==> src/rtl/blitSeqPkg.sv <==
package blitSeqPkg;

  typedef enum logic [2:0] {
    SLOT_IDLE = 3'd0,
    SLOT_A    = 3'd1,
    SLOT_B    = 3'd2,
    SLOT_C    = 3'd3,
    SLOT_D    = 3'd4
  } slotCode_e;

  // per-mix slot layout
  typedef struct packed {
    logic [2:0] groupLen;
    logic [1:0] numSrc;
    logic       hasD;
    logic       lag;
    logic [1:0] flushLen;
  } mixCfg_t;

  // control -> datapath
  typedef struct packed {
    logic       load;
    logic       inFlush;
    logic [1:0] flushPos;
    logic [2:0] pos;
  } ctrlStrobe_t;

  // datapath -> control
  typedef struct packed {
    logic       emptyJob;
    logic       lastWord;
    logic [2:0] endPos;
    logic [1:0] flushLen;
  } pathStatus_t;

  function automatic mixCfg_t mixCfgOf(input logic [3:0] m);
    mixCfg_t c;
    c.numSrc = {1'b0, m[3]} + {1'b0, m[2]} + {1'b0, m[1]};
    c.hasD   = m[0];
    c.lag    = m[0] && (m[3:1] != 3'b000);
    case (m)
      4'hF, 4'h7:                      c.groupLen = 3'd4;
      4'hE, 4'hD, 4'hC, 4'hB, 4'h6,
      4'h5, 4'h4, 4'h3:                c.groupLen = 3'd3;
      4'hA, 4'h9, 4'h8, 4'h2, 4'h1:    c.groupLen = 3'd2;
      default:                         c.groupLen = 3'd0;
    endcase
    case (m)
      4'hF, 4'h7, 4'h5, 4'h3: c.flushLen = 2'd1;
      4'hD, 4'hB, 4'h9:       c.flushLen = 2'd2;
      default:                c.flushLen = 2'd0;
    endcase
    return c;
  endfunction

endpackage

==> src/rtl/blitSeqPath.sv <==
module blitSeqPath
  import blitSeqPkg::*;
#(
  parameter int WORD_W = 8
) (
  input  logic              clk,
  input  logic              rstN,
  input  ctrlStrobe_t       strobe,
  input  logic [WORD_W-1:0] wordIdx,
  input  logic              slotValid,
  input  logic [3:0]        maskIn,
  input  logic [WORD_W-1:0] countIn,
  output pathStatus_t       status,
  output logic [2:0]        slotCode,
  output logic [WORD_W-1:0] slotWord
);

  localparam logic [WORD_W-1:0] WORD_ONE = WORD_W'(1);

  logic [3:0]        maskQ;
  logic [WORD_W-1:0] countQ;
  mixCfg_t           cfg;
  slotCode_e         srcCode;
  slotCode_e         codeNext;

  always_ff @(posedge clk) begin
    if (!rstN) begin
      maskQ  <= 4'h0;
      countQ <= '0;
    end else if (strobe.load) begin
      maskQ  <= maskIn;
      countQ <= countIn;
    end
  end

  assign cfg = mixCfgOf(maskQ);

  // pick the pos-th enabled source in A,B,C order
  always_comb begin
    int k;
    k = 0;
    srcCode = SLOT_IDLE;
    for (int i = 0; i < 3; i++) begin
      if (maskQ[3-i]) begin
        if (k == int'(strobe.pos)) srcCode = slotCode_e'(3'(i + 1));
        k = k + 1;
      end
    end
  end

  always_comb begin
    codeNext = SLOT_IDLE;
    slotWord = wordIdx;
    if (strobe.inFlush) begin
      codeNext = (strobe.flushPos == cfg.flushLen - 2'd1) ? SLOT_D : SLOT_IDLE;
      slotWord = countQ - WORD_ONE;
    end else if (strobe.pos < {1'b0, cfg.numSrc}) begin
      codeNext = srcCode;
    end else if (strobe.pos == {1'b0, cfg.numSrc} && cfg.hasD) begin
      if (!cfg.lag) begin
        codeNext = SLOT_D;
      end else if (wordIdx != '0) begin
        codeNext = SLOT_D;
        slotWord = wordIdx - WORD_ONE;
      end
    end
  end

  assign slotCode = codeNext;

  assign status.emptyJob = (maskIn == 4'h0) || (countIn == '0);
  assign status.lastWord = (wordIdx == countQ - WORD_ONE);
  assign status.flushLen = cfg.flushLen;
  assign status.endPos   = (status.lastWord && cfg.flushLen == 2'd0)
                         ? ({1'b0, cfg.numSrc} + {2'b00, cfg.hasD} - 3'd1)
                         : (cfg.groupLen - 3'd1);

  // a D write never names a word past the job
  a_r7_dword_in_range: assert property (@(posedge clk) disable iff (!rstN)
    (slotValid && slotCode == SLOT_D) |-> (slotWord < countQ));

  // no write in the first group of a lagged mix
  a_r4_first_group_no_write: assert property (@(posedge clk) disable iff (!rstN)
    (slotValid && !strobe.inFlush && wordIdx == '0 && cfg.lag) |-> (slotCode != SLOT_D));

endmodule

==> src/rtl/blitSeqCtrl.sv <==
module blitSeqCtrl
  import blitSeqPkg::*;
#(
  parameter int WORD_W = 8
) (
  input  logic              clk,
  input  logic              rstN,
  input  logic              start,
  input  logic              slotGrant,
  input  pathStatus_t       status,
  output ctrlStrobe_t       strobe,
  output logic [WORD_W-1:0] wordIdx,
  output logic              slotValid,
  output logic              busy,
  output logic              done
);

  typedef enum logic [1:0] {ST_IDLE, ST_RUN, ST_FIN} state_e;

  state_e     stateQ;
  logic [2:0] posQ;
  logic [1:0] flushPosQ;
  logic       inFlushQ;

  always_ff @(posedge clk) begin
    if (!rstN) begin
      stateQ    <= ST_IDLE;
      posQ      <= 3'd0;
      flushPosQ <= 2'd0;
      inFlushQ  <= 1'b0;
      wordIdx   <= '0;
    end else begin
      case (stateQ)
        ST_IDLE: if (start) begin
          posQ      <= 3'd0;
          flushPosQ <= 2'd0;
          inFlushQ  <= 1'b0;
          wordIdx   <= '0;
          stateQ    <= status.emptyJob ? ST_FIN : ST_RUN;
        end
        ST_RUN: if (slotGrant) begin
          if (inFlushQ) begin
            if (flushPosQ == status.flushLen - 2'd1) stateQ <= ST_FIN;
            else flushPosQ <= flushPosQ + 2'd1;
          end else if (posQ == status.endPos) begin
            if (!status.lastWord) begin
              wordIdx <= wordIdx + WORD_W'(1);
              posQ    <= 3'd0;
            end else if (status.flushLen != 2'd0) begin
              inFlushQ  <= 1'b1;
              flushPosQ <= 2'd0;
            end else begin
              stateQ <= ST_FIN;
            end
          end else begin
            posQ <= posQ + 3'd1;
          end
        end
        default: stateQ <= ST_IDLE;
      endcase
    end
  end

  assign strobe.load     = (stateQ == ST_IDLE) && start;
  assign strobe.inFlush  = inFlushQ;
  assign strobe.flushPos = flushPosQ;
  assign strobe.pos      = posQ;

  assign slotValid = (stateQ == ST_RUN);
  assign busy      = (stateQ != ST_IDLE);
  assign done      = (stateQ == ST_FIN);

  // done lasts one cycle
  a_r9_done_single: assert property (@(posedge clk) disable iff (!rstN)
    done |=> !done);

  // a running job always ends through done
  a_r9_run_ends_via_done: assert property (@(posedge clk) disable iff (!rstN)
    (stateQ == ST_RUN) |=> (stateQ != ST_IDLE));

  // start while running never rewinds the word index
  a_r10_start_busy_ignored: assert property (@(posedge clk) disable iff (!rstN)
    (stateQ == ST_RUN && start) |=> (wordIdx >= $past(wordIdx)));

  // an empty job offers no slot
  a_r11_empty_no_slot: assert property (@(posedge clk) disable iff (!rstN)
    (stateQ == ST_IDLE && start && status.emptyJob) |=> (done && !slotValid));

endmodule

==> src/rtl/blitSeq.sv <==
module blitSeq
  import blitSeqPkg::*;
#(
  parameter int WORD_W = 8
) (
  input  logic              clk,
  input  logic              rstN,
  input  logic              start,
  input  logic [3:0]        useMask,
  input  logic [WORD_W-1:0] wordCount,
  input  logic              slotGrant,
  output logic              slotValid,
  output logic [2:0]        slotCode,
  output logic [WORD_W-1:0] slotWord,
  output logic              busy,
  output logic              done
);

  ctrlStrobe_t       strobe;
  pathStatus_t       status;
  logic [WORD_W-1:0] wordIdx;

  blitSeqCtrl #(.WORD_W(WORD_W)) ctrl_i (
    .clk       (clk),
    .rstN      (rstN),
    .start     (start),
    .slotGrant (slotGrant),
    .status    (status),
    .strobe    (strobe),
    .wordIdx   (wordIdx),
    .slotValid (slotValid),
    .busy      (busy),
    .done      (done)
  );

  blitSeqPath #(.WORD_W(WORD_W)) path_i (
    .clk       (clk),
    .rstN      (rstN),
    .strobe    (strobe),
    .wordIdx   (wordIdx),
    .slotValid (slotValid),
    .maskIn    (useMask),
    .countIn   (wordCount),
    .status    (status),
    .slotCode  (slotCode),
    .slotWord  (slotWord)
  );

  // a refused slot stays on the outputs
  a_r8_hold_on_stall: assert property (@(posedge clk) disable iff (!rstN)
    (slotValid && !slotGrant) |=> ($stable(slotCode) && $stable(slotWord) && slotValid));

  // never offer a slot and finish at once
  a_r9_valid_excl_done: assert property (@(posedge clk) disable iff (!rstN)
    !(slotValid && done));

endmodule

==> config.mk <==
export PLATFORM = sky130hd
export DESIGN_NAME = blitSeq
export DESIGN_NICKNAME = d
export VERILOG_FILES = /design/src/rtl/blitSeqPkg.sv /design/src/rtl/blitSeqPath.sv /design/src/rtl/blitSeqCtrl.sv /design/src/rtl/blitSeq.sv
export SDC_FILE = /design/constraint.sdc
export NUM_CORES = 1
export LEC_CHECK = 0
export CAP_MARGIN = 20
export CORE_MARGIN = 4
export CORE_UTILIZATION = 33
export DETAILED_ROUTE_END_ITERATION = 12
export MAX_ROUTING_LAYER = met4
export PLACE_DENSITY_LB_ADDON = 0.15
export REMOVE_ABC_BUFFERS = 1
export SYNTH_ARGS = -nofsm -noshare
export SYNTH_HDL_FRONTEND = slang
export SYNTH_HIERARCHICAL = 1
export SYNTH_SLANG_ARGS = --single-unit
==> constraint.sdc <==
create_clock -name clk -period 3.2 [get_ports clk]
set_input_delay 0.64 -clock clk [delete_from_list [all_inputs] [get_ports clk]]
set_output_delay 0.64 -clock clk [all_outputs]
set_load 0.01 [all_outputs]
==> results of run 1 <==
## per-layer routing
metal / GRT usage / wire length (µm)
met1: 0.2159 / 3228
met2: 0.2652 / 3412
met3: 0.02267 / 164
met4: 0.03910 / 58
met5: - / 0
## critical path, cell delays in order (launching register included)
cell and delay [ns]:
dfxtp_2 0.33, inv_2 0.04, fa_1 0.57, inv_2 0.06
ha_4 0.27, nand2_4 0.04, a2111oi_4 0.20, buf_4 0.18
buf_6 0.10, nand2_4 0.06, nor4_1 0.19, nor3_1 0.09
a21oi_1 0.17, clkdlybuf4s15_2 0.24
## worst max path at each step
| stage | startpoint | to | slack, ns | cells after the start |
|---|---|---|---|---|
| after floorplan | path_i/maskQ[3] | slotWord[0] | -0.04 | 10 |
| after global placement | path_i/maskQ[1] | slotWord[1] | -0.54 | 12 |
| after detailed placement | path_i/maskQ[1] | slotWord[1] | -0.61 | 12 |
| after CTS | path_i/maskQ[3] | slotWord[4] | -0.28 | 12 |
| after global routing | path_i/maskQ[3] | slotWord[4] | -0.47 | 13 |
| final | path_i/maskQ[3] | slotWord[2] | -0.26 | 13 |
## area by class of cell
class                   count  area, µm²  share of cell area
flip-flops and latches     31      626.9              0.1737
clock inverters             1      5.005            0.001387
inverters                  27      106.4             0.02947
clock buffers               7      76.32             0.02115
multi-input cells         238       2041              0.5655
repair buffers             75      629.4              0.1744
well taps                  99      123.9             0.03433
## cell families (layout without fill, tap and decap cells)
family                   count (synthesis)  count (layout)  share of synthesized area
AO/OA/AOI/OAI                           58              58                     0.1519
XOR/XNOR                                31              31                     0.1124
adder cells (fa/ha/maj)                 17              17                    0.08678
buffers and inverters                   36             110                    0.05966
flip-flops                              31              31                     0.2446
multiplexers                            18              18                    0.07298
AND/OR/NAND/NOR                        114             114                     0.2717
## synth_stat cells (all sizes together) (6+ instances only)
library cell,n,area [µm²]
a21oi,14,73.82
dfxtp,31,620.6
nor2b,10,62.56
o31ai,6,45.04
nor2,22,82.58
nor3,8,45.04
o21ai,16,80.07
nor4,6,52.55
xor2,15,131.4
xnor2,15,131.4
nand3,11,55.05
nand2,27,116.4
ha,16,200.2
mux2i,17,170.2
inv,27,106.4
## sequential cells by signal, summed over array words and instances, names as in the netlist
register / count
ctrl_i/flushPosQ: 2
path_i/countQ: 8
path_i/maskQ: 4
ctrl_i/posQ: 3
path_i/cfg: 3
ctrl_i/inFlushQ: 1
ctrl_i/wordIdx: 8
ctrl_i/stateQ: 2
## power groups by stage
stage	logic, mW	clock network [mW]	registers [mW]
after global routing	0.532	0.327	0.432
after global placement	0.393	0	0.435
final	0.484	0.304	0.429
after floorplan	0.243	0	0.440
after detailed placement	0.395	0	0.435
after CTS	0.453	0.314	0.428
## layout by cell type, fill, tap and decap left out, drive strengths merged, types with 16 or more instances in the layout
| master | n |
|---|---|
| ha | 16 |
| buf | 53 |
| o21ai | 16 |
| clkdlybuf4s50 | 18 |
| mux2i | 17 |
| dfxtp | 31 |
| inv | 27 |
| nand2 | 27 |
| nor2 | 22 |
## through the flow
| stage | hold slack, ns | instances | utilization | TNS (ns) | cell area, µm² |
|---|---|---|---|---|---|
| after floorplan | 0.4870 | 296 | - | -0.05024 | 2492 |
| after global placement | 0.5216 | 461 | 0.4321 | -4.354 | 3184 |
| after detailed placement | 0.5321 | 461 | 0.4321 | -5.480 | 3184 |
| after CTS | 0.5404 | 475 | 0.4684 | -1.909 | 3452 |
| after global routing | 0.5641 | 478 | 0.4896 | -5.383 | 3608 |
| final | 0.5467 | 478 | 0.4896 | -1.752 | 3608 |
## what timing repair did
| action | in CTS | in global routing |
|---|---|---|
| pin swaps | 25 | 14 |
| buffers inserted | 6 | 3 |
| gates resized for setup | 73 | 32 |
| setup endpoints to repair | 23 | 27 |
==> impl_metrics.py, run 1 <==
metrics = {
    "global_routing": {
        "grt_pass1_wl_um": 11330,
        "overflow": 0,
        "grt_start_max_net_pins": 19,
        "grt_usage": 0.1635,
        "first_global_vias": 2317,
        "antenna_found_initial": 0,
    },
    "pwr": {
        "p_clk_frac": 0.250,
        "switchingPower_uw": 407.5,
        "p_comb_frac": 0.398,
        "p_total_mw": 1.216,
        "p_per_area_nw_per_um2": 337.1,
        "swShare": 0.3350,
        "p_int_uw": 809.0,
        "p_leak_nw": 1.539,
        "power_frac_seq": 0.352,
        "peakVddDrop_mv": 0.1967,
    },
    "timing": {
        "fin_skew_ns": 0.006095,
        "hold_viol_final": 0,
        "slew-limit-headroom": 0.5216,
        "worst_slew_pin_slew_ns": 0.7084,
        "rsz0062_at_grt": "yes",
        "period_needed_ns": 3.463,
        "max_freq_mhz": 288.7,
        "final_max_slew_viol_count": 0,
        "finalSetupViolations": 8,
        "worst_slack_ns": -0.2634,
        "post-route-period-util": 1.082,
    },
    "critical_path": {
        "required_ns": 2.56,
        "r2r_cells": 14,
        "start_kind": "flip-flop",
        "crit_type": "flip-flop to output port",
        "regToRegEndpoint": "ctrl_i/wordIdx[6]",
        "rrSetupSlack_ns": 0.03,
        "critical_path_arrival_ns": 2.82,
        "cp-end-kind": "output port",
        "critical_path_peak_fanout": 4,
        "r2r_start": "path_i/countQ[1]",
    },
    "placement": {
        "place_hpwl_um": 5354,
        "dpl_worst_slack_ns": -0.6144,
        "routabilityCongestion": 0.9005,
        "port_buffers": 29,
    },
    "floorplanning": {
        "std_cell_rows": 31,
        "core_um2": 7370,
        "die_x_um": 95.69,
        "ios": 30,
        "die_height_um": 95.69,
        "fp.dieArea_um2": 9157,
        "initial_core_util": 0.3443,
    },
    "hold_path": {
        "hold_path.startpoint": "ctrl_i/flushPosQ[1]",
        "hold_path_class": "flip-flop to flip-flop",
        "min_to": "ctrl_i/flushPosQ[1]",
        "holdPathStages": 2,
    },
    "cts": {
        "clk_path_buf_depth": 2,
        "clk_pin_slew_ns": 0.07,
        "clkLatencyLatePin_ns": 0.28,
        "ctsHtreeMaxLevel": 2,
        "numCtsBuffers": 5,
        "root_buffer": "clkbuf_8",
        "cts-hold-fix-buffers": 0,
        "cts_tree": "yes",
        "cts_sinks": 31,
    },
    "outcome": {
        "violations": "setup timing",
        "status": "complete, but fails checks",
    },
    "route": {
        "via_per_inst": 5.010,
        "wl_um": 6863,
        "wl_per_cell_um": 14.36,
        "vias": 2395,
        "drc": 0,
        "drt_pre_antenna_iters": 4,
        "ant_nets": 0,
        "drtIter0Drc": 48,
    },
    "yosys": {
        "async_flop_share": 0,
        "synth_seq_area_share": 0.2446,
        "synth_cells": 305,
        "avgSynthCellArea_um2": 8.319,
        "synth_top_flop_cell": "dfxtp_1",
        "yosysWarnings": 6,
        "synth_edf_count": 0,
        "synth.distinct_cells": 59,
        "synth_area_um2": 2537,
        "ys_ff_latch": 31,
    },
    "cells_and_area": {
        "drive_gt1_frac": 0.3245,
        "fin_nets": 411,
        "area_growth_syn_to_layout_pct": 42.21,
        "n_antenna_cell": 0,
        "fillers": 741,
    },
    "run": {
        "drv_cap": 0,
    },
}
(Power assumes the default switching activity.)
==> run 2: changes to the inputs <==
Settings changed: DONT_BUFFER_PORTS from default to 1, RECOVER_POWER from default to 25.
==> impl_metrics.py, run 2 (same netlist as run 1, synthesis figures left out) <==
metrics = {
    "outcome": {
        "status": "complete, but fails checks",
        "violations": "setup timing",
    },
    "floorplanning": {
        "core_um2": 7370,
        "fp.dieArea_um2": 9157,
        "ios": 30,
        "die_height_um": 95.69,
        "std_cell_rows": 31,
        "die_x_um": 95.69,
        "initial_core_util": 0.3443,
    },
    "global_routing": {
        "grt_start_max_net_pins": 23,
        "overflow": 0,
        "grt_usage": 0.1581,
        "grt_util_met1": 0.2106,
        "top_usage_layer": "met2",
        "antenna_found_initial": 0,
        "met3_usage": 0.02424,
        "grt.met2_usage": 0.2554,
        "grt_pass1_wl_um": 11070,
        "first_global_vias": 2295,
    },
    "critical_path": {
        "critical_path_arrival_ns": 2.74,
        "cp-end-kind": "output port",
        "required_ns": 2.56,
        "critical_path_peak_fanout": 5,
        "crit_type": "flip-flop to output port",
        "rrSetupSlack_ns": 0.06,
        "start_kind": "flip-flop",
    },
    "pwr": {
        "p_leak_nw": 1.358,
        "peakVddDrop_mv": 0.1927,
        "p_per_area_nw_per_um2": 348.9,
    },
    "route": {
        "drtIter0Drc": 63,
        "ant_nets": 0,
        "vias": 2226,
        "wl_um": 6552,
        "wl_per_cell_um": 14.53,
        "drt_pre_antenna_iters": 4,
        "drc": 0,
        "via_per_inst": 4.936,
    },
    "cells_and_area": {
        "fillers": 725,
        "fin_nets": 384,
        "regArea_um2": 625.6,
        "final_area_um2": 3304,
        "biggestRegsByFlops": "ctrl_i/wordIdx (8), path_i/countQ (8), path_i/maskQ (4)",
        "mostFrequentLayoutCell": "buf_4",
        "multi_input_area_um2": 1999,
        "layout_common_cells": "buf_4, dfxtp_1, nor2_1",
        "fin_util": 0.4484,
        "area_growth_syn_to_layout_pct": 30.23,
        "drive_gt1_frac": 0.3267,
        "n_antenna_cell": 0,
    },
    "timing": {
        "rsz0062_at_grt": "yes",
        "post-route-period-util": 1.057,
        "hold_viol_final": 0,
        "worst_slack_ns": -0.1827,
        "slew-limit-headroom": 0.3205,
        "period_needed_ns": 3.383,
        "final_max_slew_viol_count": 0,
        "worst_slew_pin_slew_ns": 1.018,
        "finalSetupViolations": 8,
        "fin_tns_setup_ns": -1.327,
        "fin_skew_ns": 0.007686,
        "max_freq_mhz": 295.6,
    },
    "hold_path": {
        "hold_path_class": "input port to flip-flop",
    },
    "placement": {
        "routabilityCongestion": 0.8441,
        "place_hpwl_um": 5128,
        "place_area_um2": 2932,
        "port_buffers": 0,
    },
    "cts": {
        "ctsHtreeMaxLevel": 2,
        "numCtsBuffers": 5,
        "cts_sinks": 31,
        "clk_path_buf_depth": 2,
        "clkLatencyLatePin_ns": 0.28,
        "clk_pin_slew_ns": 0.06,
        "root_buffer": "clkbuf_8",
        "cts_tree": "yes",
    },
    "run": {
        "drv_cap": 0,
    },
}
-- run 2: where the power goes --
part / total, mW / switching [mW] / internal [mW]
logic: 0.423 / 0.210 / 0.213
clock network: 0.301 / 0.149 / 0.153
registers: 0.429 / 0.0216 / 0.407
total: 1.15 / 0.380 / 0.773
-- run 2: layer usage --
metal  vias up  routed length [µm]
met4         0                  50
met3         6                 148
met5         -                   0
met1      1032                3158
li1       1163                   -
met2        25                3194
-- run 2: worst max-delay path, cell delays in order (launching register included) --
cell and delay [ns]:
dfxtp_2 0.33, inv_2 0.04, fa_1 0.57, inv_2 0.06, ha_4 0.27, nand2_4 0.04, a2111oi_4 0.18, buf_4 0.20
and4_4 0.27, a41oi_2 0.11, a22oi_2 0.23, buf_4 0.16
-- run 2: area by class of cell --
type / instances / area share
Clock buffer: 7 / 0.02310
Clock inverter: 1 / 0.001515
Inverter: 27 / 0.03218
Multi-Input combinational cell: 238 / 0.6051
Sequential cell: 31 / 0.1893
Tap cell: 99 / 0.03749
Timing Repair Buffer: 48 / 0.1113
-- run 2: path summary, 6_finish.rpt --
check        depth (start not counted)                   to           startpoint
min                                  1     path_i/countQ[4]                 rstN
min reg2reg                          2  ctrl_i/flushPosQ[1]  ctrl_i/flushPosQ[1]
max reg2reg                         13       ctrl_i/posQ[1]     path_i/countQ[0]
max                                 11          slotWord[7]      path_i/maskQ[2]
-- run 2: repair_timing --
action / 4_1_cts / 5_1_grt
hold buffers: 0 / 0
endpoints found under the hold margin: 0 / 0
setup endpoints to repair: 20 / 24
pin swaps: 17 / 15
buffers inserted: 3 / 3
gates resized for setup: 37 / 24
-- run 2: per-stage QoR --
| step | cells | total power [mW] | setup WS (ns) | hold slack (ns) |
|---|---|---|---|---|
| 3_3_place_gp | 437 | 0.7868 | -0.1529 | 0.5182 |
| 5_1_grt | 451 | 1.226 | -0.3003 | 0.4903 |
| 6_report | 451 | 1.153 | -0.1827 | 0.4914 |
| 3_5_place_dp | 437 | 0.7892 | -0.1618 | 0.5326 |
| 4_1_cts | 448 | 1.146 | -0.1883 | 0.4871 |
| 2_1_floorplan | 296 | 0.6832 | -0.03735 | 0.4870 |
==> run 3: changes to the inputs <==
Settings changed: SLEW_MARGIN from default to 20.
==> results of run 3 <==
Final layout, timing and power as in run 2 (identical DEF).
